**src/rtl/dither_pkg.sv**
```systemverilog
package dither_pkg;

  typedef enum logic {
    DIR_UP   = 1'b0,
    DIR_DOWN = 1'b1
  } ramp_dir_e;

  typedef enum logic {
    DEPTH_WIDE   = 1'b0,
    DEPTH_NARROW = 1'b1
  } depth_e;

  // Maps a ramp position to an offset code for the chosen depth.
  function automatic int unsigned depth_scale(int unsigned pos, depth_e depth,
                                              int unsigned shift);
    return (depth == DEPTH_NARROW) ? (pos >> shift) : pos;
  endfunction

endpackage

```
**src/rtl/dither_tri_ramp.sv**
```systemverilog
module dither_tri_ramp #(
  parameter int unsigned CNT_W = 11
) (
  input  logic             clk_i,
  input  logic             rst_ni,
  input  logic             run_i,
  output logic [CNT_W-1:0] val_o,
  output logic             dir_up_o,
  output logic             top_o,
  output logic             floor_o
);
  import dither_pkg::*;

  localparam logic [CNT_W-1:0] PEAK = {CNT_W{1'b1}};

  logic [CNT_W-1:0] val_q;
  ramp_dir_e        dir_q;

  // Turning points: the value is held for one cycle while the direction flips.
  assign top_o   = (dir_q == DIR_UP)   && (val_q == PEAK);
  assign floor_o = (dir_q == DIR_DOWN) && (val_q == '0);

  always_ff @(posedge clk_i or negedge rst_ni) begin
    if (!rst_ni) begin
      val_q <= '0;
      dir_q <= DIR_UP;
    end else if (!run_i) begin
      val_q <= '0;
      dir_q <= DIR_UP;
    end else if (top_o) begin
      dir_q <= DIR_DOWN;
    end else if (floor_o) begin
      dir_q <= DIR_UP;
    end else if (dir_q == DIR_UP) begin
      val_q <= val_q + 1'b1;
    end else begin
      val_q <= val_q - 1'b1;
    end
  end

  assign val_o    = val_q;
  assign dir_up_o = (dir_q == DIR_UP);

endmodule

```
**src/rtl/dither_depth_scale.sv**
```systemverilog
module dither_depth_scale #(
  parameter int unsigned CNT_W        = 11,
  parameter int unsigned NARROW_SHIFT = 1
) (
  input  logic             clk_i,
  input  logic             rst_ni,
  input  logic             run_i,
  input  logic             narrow_i,
  input  logic [CNT_W-1:0] val_i,
  output logic [CNT_W-1:0] code_o
);
  import dither_pkg::*;

  logic [CNT_W-1:0] code_d;
  logic [CNT_W-1:0] code_q;
  depth_e           depth;

  assign depth  = narrow_i ? DEPTH_NARROW : DEPTH_WIDE;
  assign code_d = run_i ? CNT_W'(depth_scale(32'(val_i), depth, NARROW_SHIFT)) : '0;

  always_ff @(posedge clk_i or negedge rst_ni) begin
    if (!rst_ni) code_q <= '0;
    else         code_q <= code_d;
  end

  assign code_o = code_q;

endmodule

```
**src/rtl/ss_dither_gen.sv**
```systemverilog
module ss_dither_gen #(
  parameter int unsigned CNT_W        = 11,
  parameter int unsigned NARROW_SHIFT = 1
) (
  input  logic             clk_i,
  input  logic             rst_ni,
  input  logic             spread_en_i,
  input  logic             depth_sel_i,
  output logic [CNT_W-1:0] offset_o
);

  // Internal events, named for the bound checker.
  logic [CNT_W-1:0] ramp_val;
  logic             ramp_dir_up;
  logic             ramp_top;
  logic             ramp_floor;

  dither_tri_ramp #(
    .CNT_W(CNT_W)
  ) u_ramp (
    .clk_i    (clk_i),
    .rst_ni   (rst_ni),
    .run_i    (spread_en_i),
    .val_o    (ramp_val),
    .dir_up_o (ramp_dir_up),
    .top_o    (ramp_top),
    .floor_o  (ramp_floor)
  );

  dither_depth_scale #(
    .CNT_W       (CNT_W),
    .NARROW_SHIFT(NARROW_SHIFT)
  ) u_scale (
    .clk_i    (clk_i),
    .rst_ni   (rst_ni),
    .run_i    (spread_en_i),
    .narrow_i (depth_sel_i),
    .val_i    (ramp_val),
    .code_o   (offset_o)
  );

endmodule

```
**config.mk**
```make
export PLATFORM = sky130hd
export DESIGN_NAME = ss_dither_gen
export DESIGN_NICKNAME = d
export VERILOG_FILES = /design/src/rtl/dither_pkg.sv /design/src/rtl/dither_tri_ramp.sv /design/src/rtl/dither_depth_scale.sv /design/src/rtl/ss_dither_gen.sv
export SDC_FILE = /design/constraint.sdc
export NUM_CORES = 1
export LEC_CHECK = 0
export BUFFER_PORTS_ARGS = -buffer_cell sky130_fd_sc_hd__buf_2
export CAP_MARGIN = 20
export CORE_AREA = 5 5 65 67
export CTS_BUF_LIST = sky130_fd_sc_hd__clkbuf_2 sky130_fd_sc_hd__clkbuf_4 sky130_fd_sc_hd__clkbuf_8
export CTS_CLUSTER_DIAMETER = 50
export DETAILED_ROUTE_END_ITERATION = 8
export DIE_AREA = 0 0 70 72
export PLACE_DENSITY_LB_ADDON = 0.2
export SLEW_MARGIN = 20
export SYNTH_ARGS = -nofsm -noshare
export SYNTH_HDL_FRONTEND = slang
export SYNTH_SLANG_ARGS = --single-unit
export TNS_END_PERCENT = 5
```
**constraint.sdc**
```tcl
create_clock -name clk_i -period 6.6 [get_ports clk_i]
set_clock_uncertainty 0.15 [all_clocks]
set_input_delay 0.66 -clock clk_i [delete_from_list [all_inputs] [get_ports clk_i]]
set_output_delay 0.66 -clock clk_i [all_outputs]
set_load 0.02 [all_outputs]
```
Yosys cells after proc, flatten, opt, wreduce, memory -nomap -nowiden

Index checks and enable logic that the tools add are counted.

Bits of input ports: 4
Output and inout bits: 11
Flip-flop bits (word level): 23

Equality and inequality tests: 4
Reductions and logical operators: 4
Bitwise gates (word level): 1
Multiplexer cells: 10
Add/subtract/negate cells: 2

Operator list:

| operator                                                                 | count |
|---|---|
| 11-bit 2-to-1 mux                                                        | 6 |
| 11-bit by 1-bit adder with 11-bit output (second input constant)         | 1 |
| 11-bit == test (second input constant)                                   | 1 |
| 11-bit logical NOT                                                       | 1 |
| 11-bit by 1-bit subtractor with 11-bit output (second input constant)    | 1 |
| 1-bit 2-to-1 mux                                                         | 4 |
| 2-bit inequality test (second input constant)                            | 2 |
| 3-bit by 1-bit inequality test with 1-bit output (second input constant) | 1 |
| 1-bit logical AND                                                        | 2 |
| 2-bit AND reduction                                                      | 1 |
| 1-bit NOT                                                                | 1 |

Depth between registers and ports, before layout

Depth in word-level cells: 5
Depth in mapped cells: 7

Modules after synthesis

Synthesis repeated with hierarchy kept, for this count alone.

Cell total of the unflattened synthesis: 141
Area total of the unflattened synthesis: 1413.9 um^2

Modules (own cells, without submodules):

| module             | sequential area each (um^2) | cells an instance | area each (um^2) | instances |
|---|---|---|---|---|
| dither_tri_ramp    | 300.3                       | 106               | 953.4            | 1 |
| dither_depth_scale | 275.3                       | 35                | 460.4            | 1 |

Worst setup path before layout

OpenSTA, ideal clock, no wires.

Path kind: register -> register
From: register u_ramp.dir_q
To: register u_ramp.val_q[5], in the netlist u_ramp.val_o[5]
Setup time: 0.121 ns
Clock period less this slack: 2.161 ns
Path buffers: 0
Stages on the path, launching flop included: 7
Setup slack: 4.439 ns
Arrival time: 1.890 ns
Cell sequence: dfrtp_1 -> ha_1 -> a21o_1 -> a31o_1 -> or3_2 -> a31oi_1 -> nor2b_1

Longest elaborated chain between the ends: 4

Ends and longest elaborated chain:

| element                                                           | RTL line                                     | source |
|---|---|---|
| from (decl)                                                       | dither_tri_ramp.sv:17                        | `ramp_dir_e dir_q;` |
| from (signal assigned)                                            | dither_tri_ramp.sv:26                        | `dir_q <= DIR_UP;` |
| from (signal assigned)                                            | dither_tri_ramp.sv:29                        | `dir_q <= DIR_UP;` |
| from (signal assigned)                                            | dither_tri_ramp.sv:31                        | `dir_q <= DIR_DOWN;` |
| 11-bit 2-to-1 mux / 1-bit NOT (equally long branches)             | n/a                                          |  |
| 11-bit 2-to-1 mux / 1-bit logical AND (equally long branches)     | dither_tri_ramp.sv:32, dither_tri_ramp.sv:20 |  |
| 11-bit 2-to-1 mux / 2-bit inequality test (equally long branches) | n/a                                          |  |
| 11-bit 2-to-1 mux / 2-bit AND reduction (equally long branches)   | n/a                                          |  |
| to (signal assigned)                                              | dither_tri_ramp.sv:35                        | `val_q <= val_q + 1'b1;` |
| to (signal assigned)                                              | dither_tri_ramp.sv:37                        | `val_q <= val_q - 1'b1;` |
| to (decl)                                                         | dither_tri_ramp.sv:16                        | `logic [CNT_W-1:0] val_q;` |

Parallel ways exist; a longest one is shown, timed or not. The select of a mux whose other input is x is not followed.
A chain may end at the register's enable or synchronous reset.

Worst setup path in the final report

From: register u_ramp.dir_q
To: register u_ramp.val_q[9], in the netlist u_ramp.val_o[9]

The elaborated chain is that of the path after synthesis.

==> results.toml <==
[job]
cap_violations = 0

[clocking]
cts_setup_buffers = 0
ctsHoldBuffers = 0
htreeDepth = 1
clock_latency_ns = 0.31
numCtsBuffers = 3
clkTransAtPathRegs_ns = 0.13
cts_resized = 0
cts_tree = "done"
cts_root_buf = "clkbuf_4"
cts.sinks = 23
clockBufferDepth = 2

[die]
fp.dieArea_mm2 = 0.00504
die_w_um = 70
initial_core_util = 0.392
fp-row-count = 22
dieHeight_um = 72
ios = 15
core_area_mm2 = 0.00358

[min_path]
min_path_type = "input pin to async pin"

[yosys]
post_synth_xor_area_fraction = 0.0187
post-synth-top-area-fraction = 0.410
async_flop_share = 1.00
syn_area_mm2 = 0.00140
yosys.area_share.adder = 0.0946
synth_area_per_cell_um2 = 10.2
synth_top_family_by_area = "simple AND/OR/NAND/NOR gates"
syn-instance-count = 137
yosysSeqAreaShare = 0.410
synth_area_leaders = "dfrtp_1 41%, ha_1 8.0%, nor2b_1 7.6%"
yosys_warnings = 0
yosysTopAreaCell = "dfrtp_1"
synthSimpleGateAreaFrac = 0.191
synthFlopType = "dfrtp_1"
synth_cell_type_count = 36
ys_ff_latch = 23
synth_mux_area_frac = 0.0714
syn_nets = 151
synth-compound-area-share = 0.186
synth_edf_count = 0

[detailed_routing]
routedWlPerCell_um = 14.7
ant_nets = 0
first_pass_iters = 5
drc_errors = 0
routed_wl_mm = 2.92
avgViaCountPerCell = 5.69
first_iter_violations = 46
vias = 1126

[pwr]
power_density_mw_per_mm2 = 154
power_leakage_nw = 0.762
ir_worst_vdd_v = 0.0000430

[sta]
drv_slew = 0
setup_tns_ns = 0
slew_headroom = 0.557
hold_violations = 0
rsz0062_at_grt = "false"
fmax_mhz = 420
setup_viol = 0
post-route-min-period_ns = 2.38
holdWs_ns = 0.154
timing.final.crit_share = 0.361
tightest_slew_ns = 0.661

[worst_setup_path]
path_max_fanout = 13
path_class = "flip-flop to flip-flop"
arrival_ns = 2.47
end_kind = "flip-flop"
crit_path_start_kind = "flip-flop"
crit_required_ns = 6.69

[outcome]
outcome = "finished clean"

[grt]
antenna_found_initial = 0
grt_pass1_wl_mm = 5.04
grt_overflow = 0
globalRouteTotalUtil = 0.123
first_global_vias = 1087
grt_max_degree = 28

[finish]
drive_above_1_share = 0.160
area.growth.synth_to_final_pct = 9.99
n_fill_cell = 353
diodes = 0
final_cells = 198
final_cell_mix = "23 x dfrtp_1, 17 x nor2b_1, 14 x buf_2, 10 x mux2i_1, 10 x a21oi_1"
regArea_um2 = 576
multi_input_area_um2 = 788
final_common_cell = "dfrtp_1"
fin_nets = 165

[placed_design]
placedCellCount = 194
dp_hpwl_mm = 2.13
portBuffers = 14
gp_congestion = 0.744
## state kept, by name, indices dropped and copies added, names as in the netlist
name            cells
u_scale.code_o     11
u_ramp.dir_q        1
u_ramp.val_o       11
## synth_stat cells, drive strengths merged, types with 2 or more instances
cell / instances
o211ai: 3
nand4: 3
a21oi: 10
mux2i: 10
a31oi: 7
o21ai: 3
nand3: 5
ha: 9
buf: 2
nor4: 2
inv: 5
xnor2: 2
or3: 2
nor2b: 17
a21o: 3
clkbuf: 3
nand2: 4
a311o: 4
and3: 2
nand3b: 2
o21a: 4
dfrtp: 23
## layer usage
metal  track usage  part of all wire  wire length (um)
met5             0                 0                 0
met4        0.0447             0.015                43
met3        0.0139             0.052               152
met2         0.221              0.49              1430
met1         0.151              0.44              1290
## area by class of cell
class,count,share of cell area
multi-input combinational,104,0.511
sequential,23,0.373
timing repair buffer,14,0.0454
tap,48,0.0389
clock buffer,4,0.0195
inverter,5,0.0122
## power breakdown
| part | total [mW] | leakage, nW | switching (mW) | internal, mW |
|---|---|---|---|---|
| Combinational | 0.0216 | 0.426 | 0.0128 | 0.00882 |
| Clock | 0.0697 | 0.0184 | 0.0420 | 0.0277 |
| Sequential | 0.146 | 0.318 | 0.00274 | 0.143 |
| Total | 0.237 | 0.762 | 0.0576 | 0.180 |
## logic make-up after synthesis
| family | Yosys count |
|---|---|
| XOR/XNOR | 3 |
| flip-flops | 23 |
| buffers and inverters | 10 |
| AO/OA/AOI/OAI | 38 |
| adder cells (fa/ha/maj) | 10 |
| multiplexers | 10 |
| AND/OR/NAND/NOR | 43 |
## critical path, stage by stage (launching register included)
cell      delay, ns
dfrtp_1        0.64
ha_1           0.37
a21o_1         0.21
a31o_1         0.21
or2_4          0.28
a311o_1        0.35
o211ai_1       0.09
## stage by stage
step / power, mW / util / setup WS [ns] / area, um2
after CTS: 0.241 / 0.431 / 4.23 / 1540
after global routing: 0.251 / 0.431 / 4.13 / 1540
after detailed placement: 0.171 / 0.423 / 4.26 / 1510
after floorplan: 0.163 / - / 4.44 / 1400
after global placement: 0.170 / 0.423 / 4.29 / 1510
final: 0.237 / 0.431 / 4.22 / 1540
## path summary, 6_finish.rpt
path / depth (start not counted) / startpoint / slack (ns) / endpoint
max: 6 / u_ramp.dir_q / 4.22 / u_ramp.val_o[9]
min: 1 / rst_ni / 0.15 / u_scale.code_o[3]
max reg2reg: 6 / u_ramp.dir_q / 4.22 / u_ramp.val_o[9]
min reg2reg: 2 / u_ramp.val_o[10] / 0.46 / u_scale.code_o[10]
max in group asynchronous: 1 / rst_ni / 5.80 / u_scale.code_o[1]
min in group clk_i: 2 / u_ramp.val_o[10] / 0.46 / u_scale.code_o[10]
(Power assumes the default switching activity.)
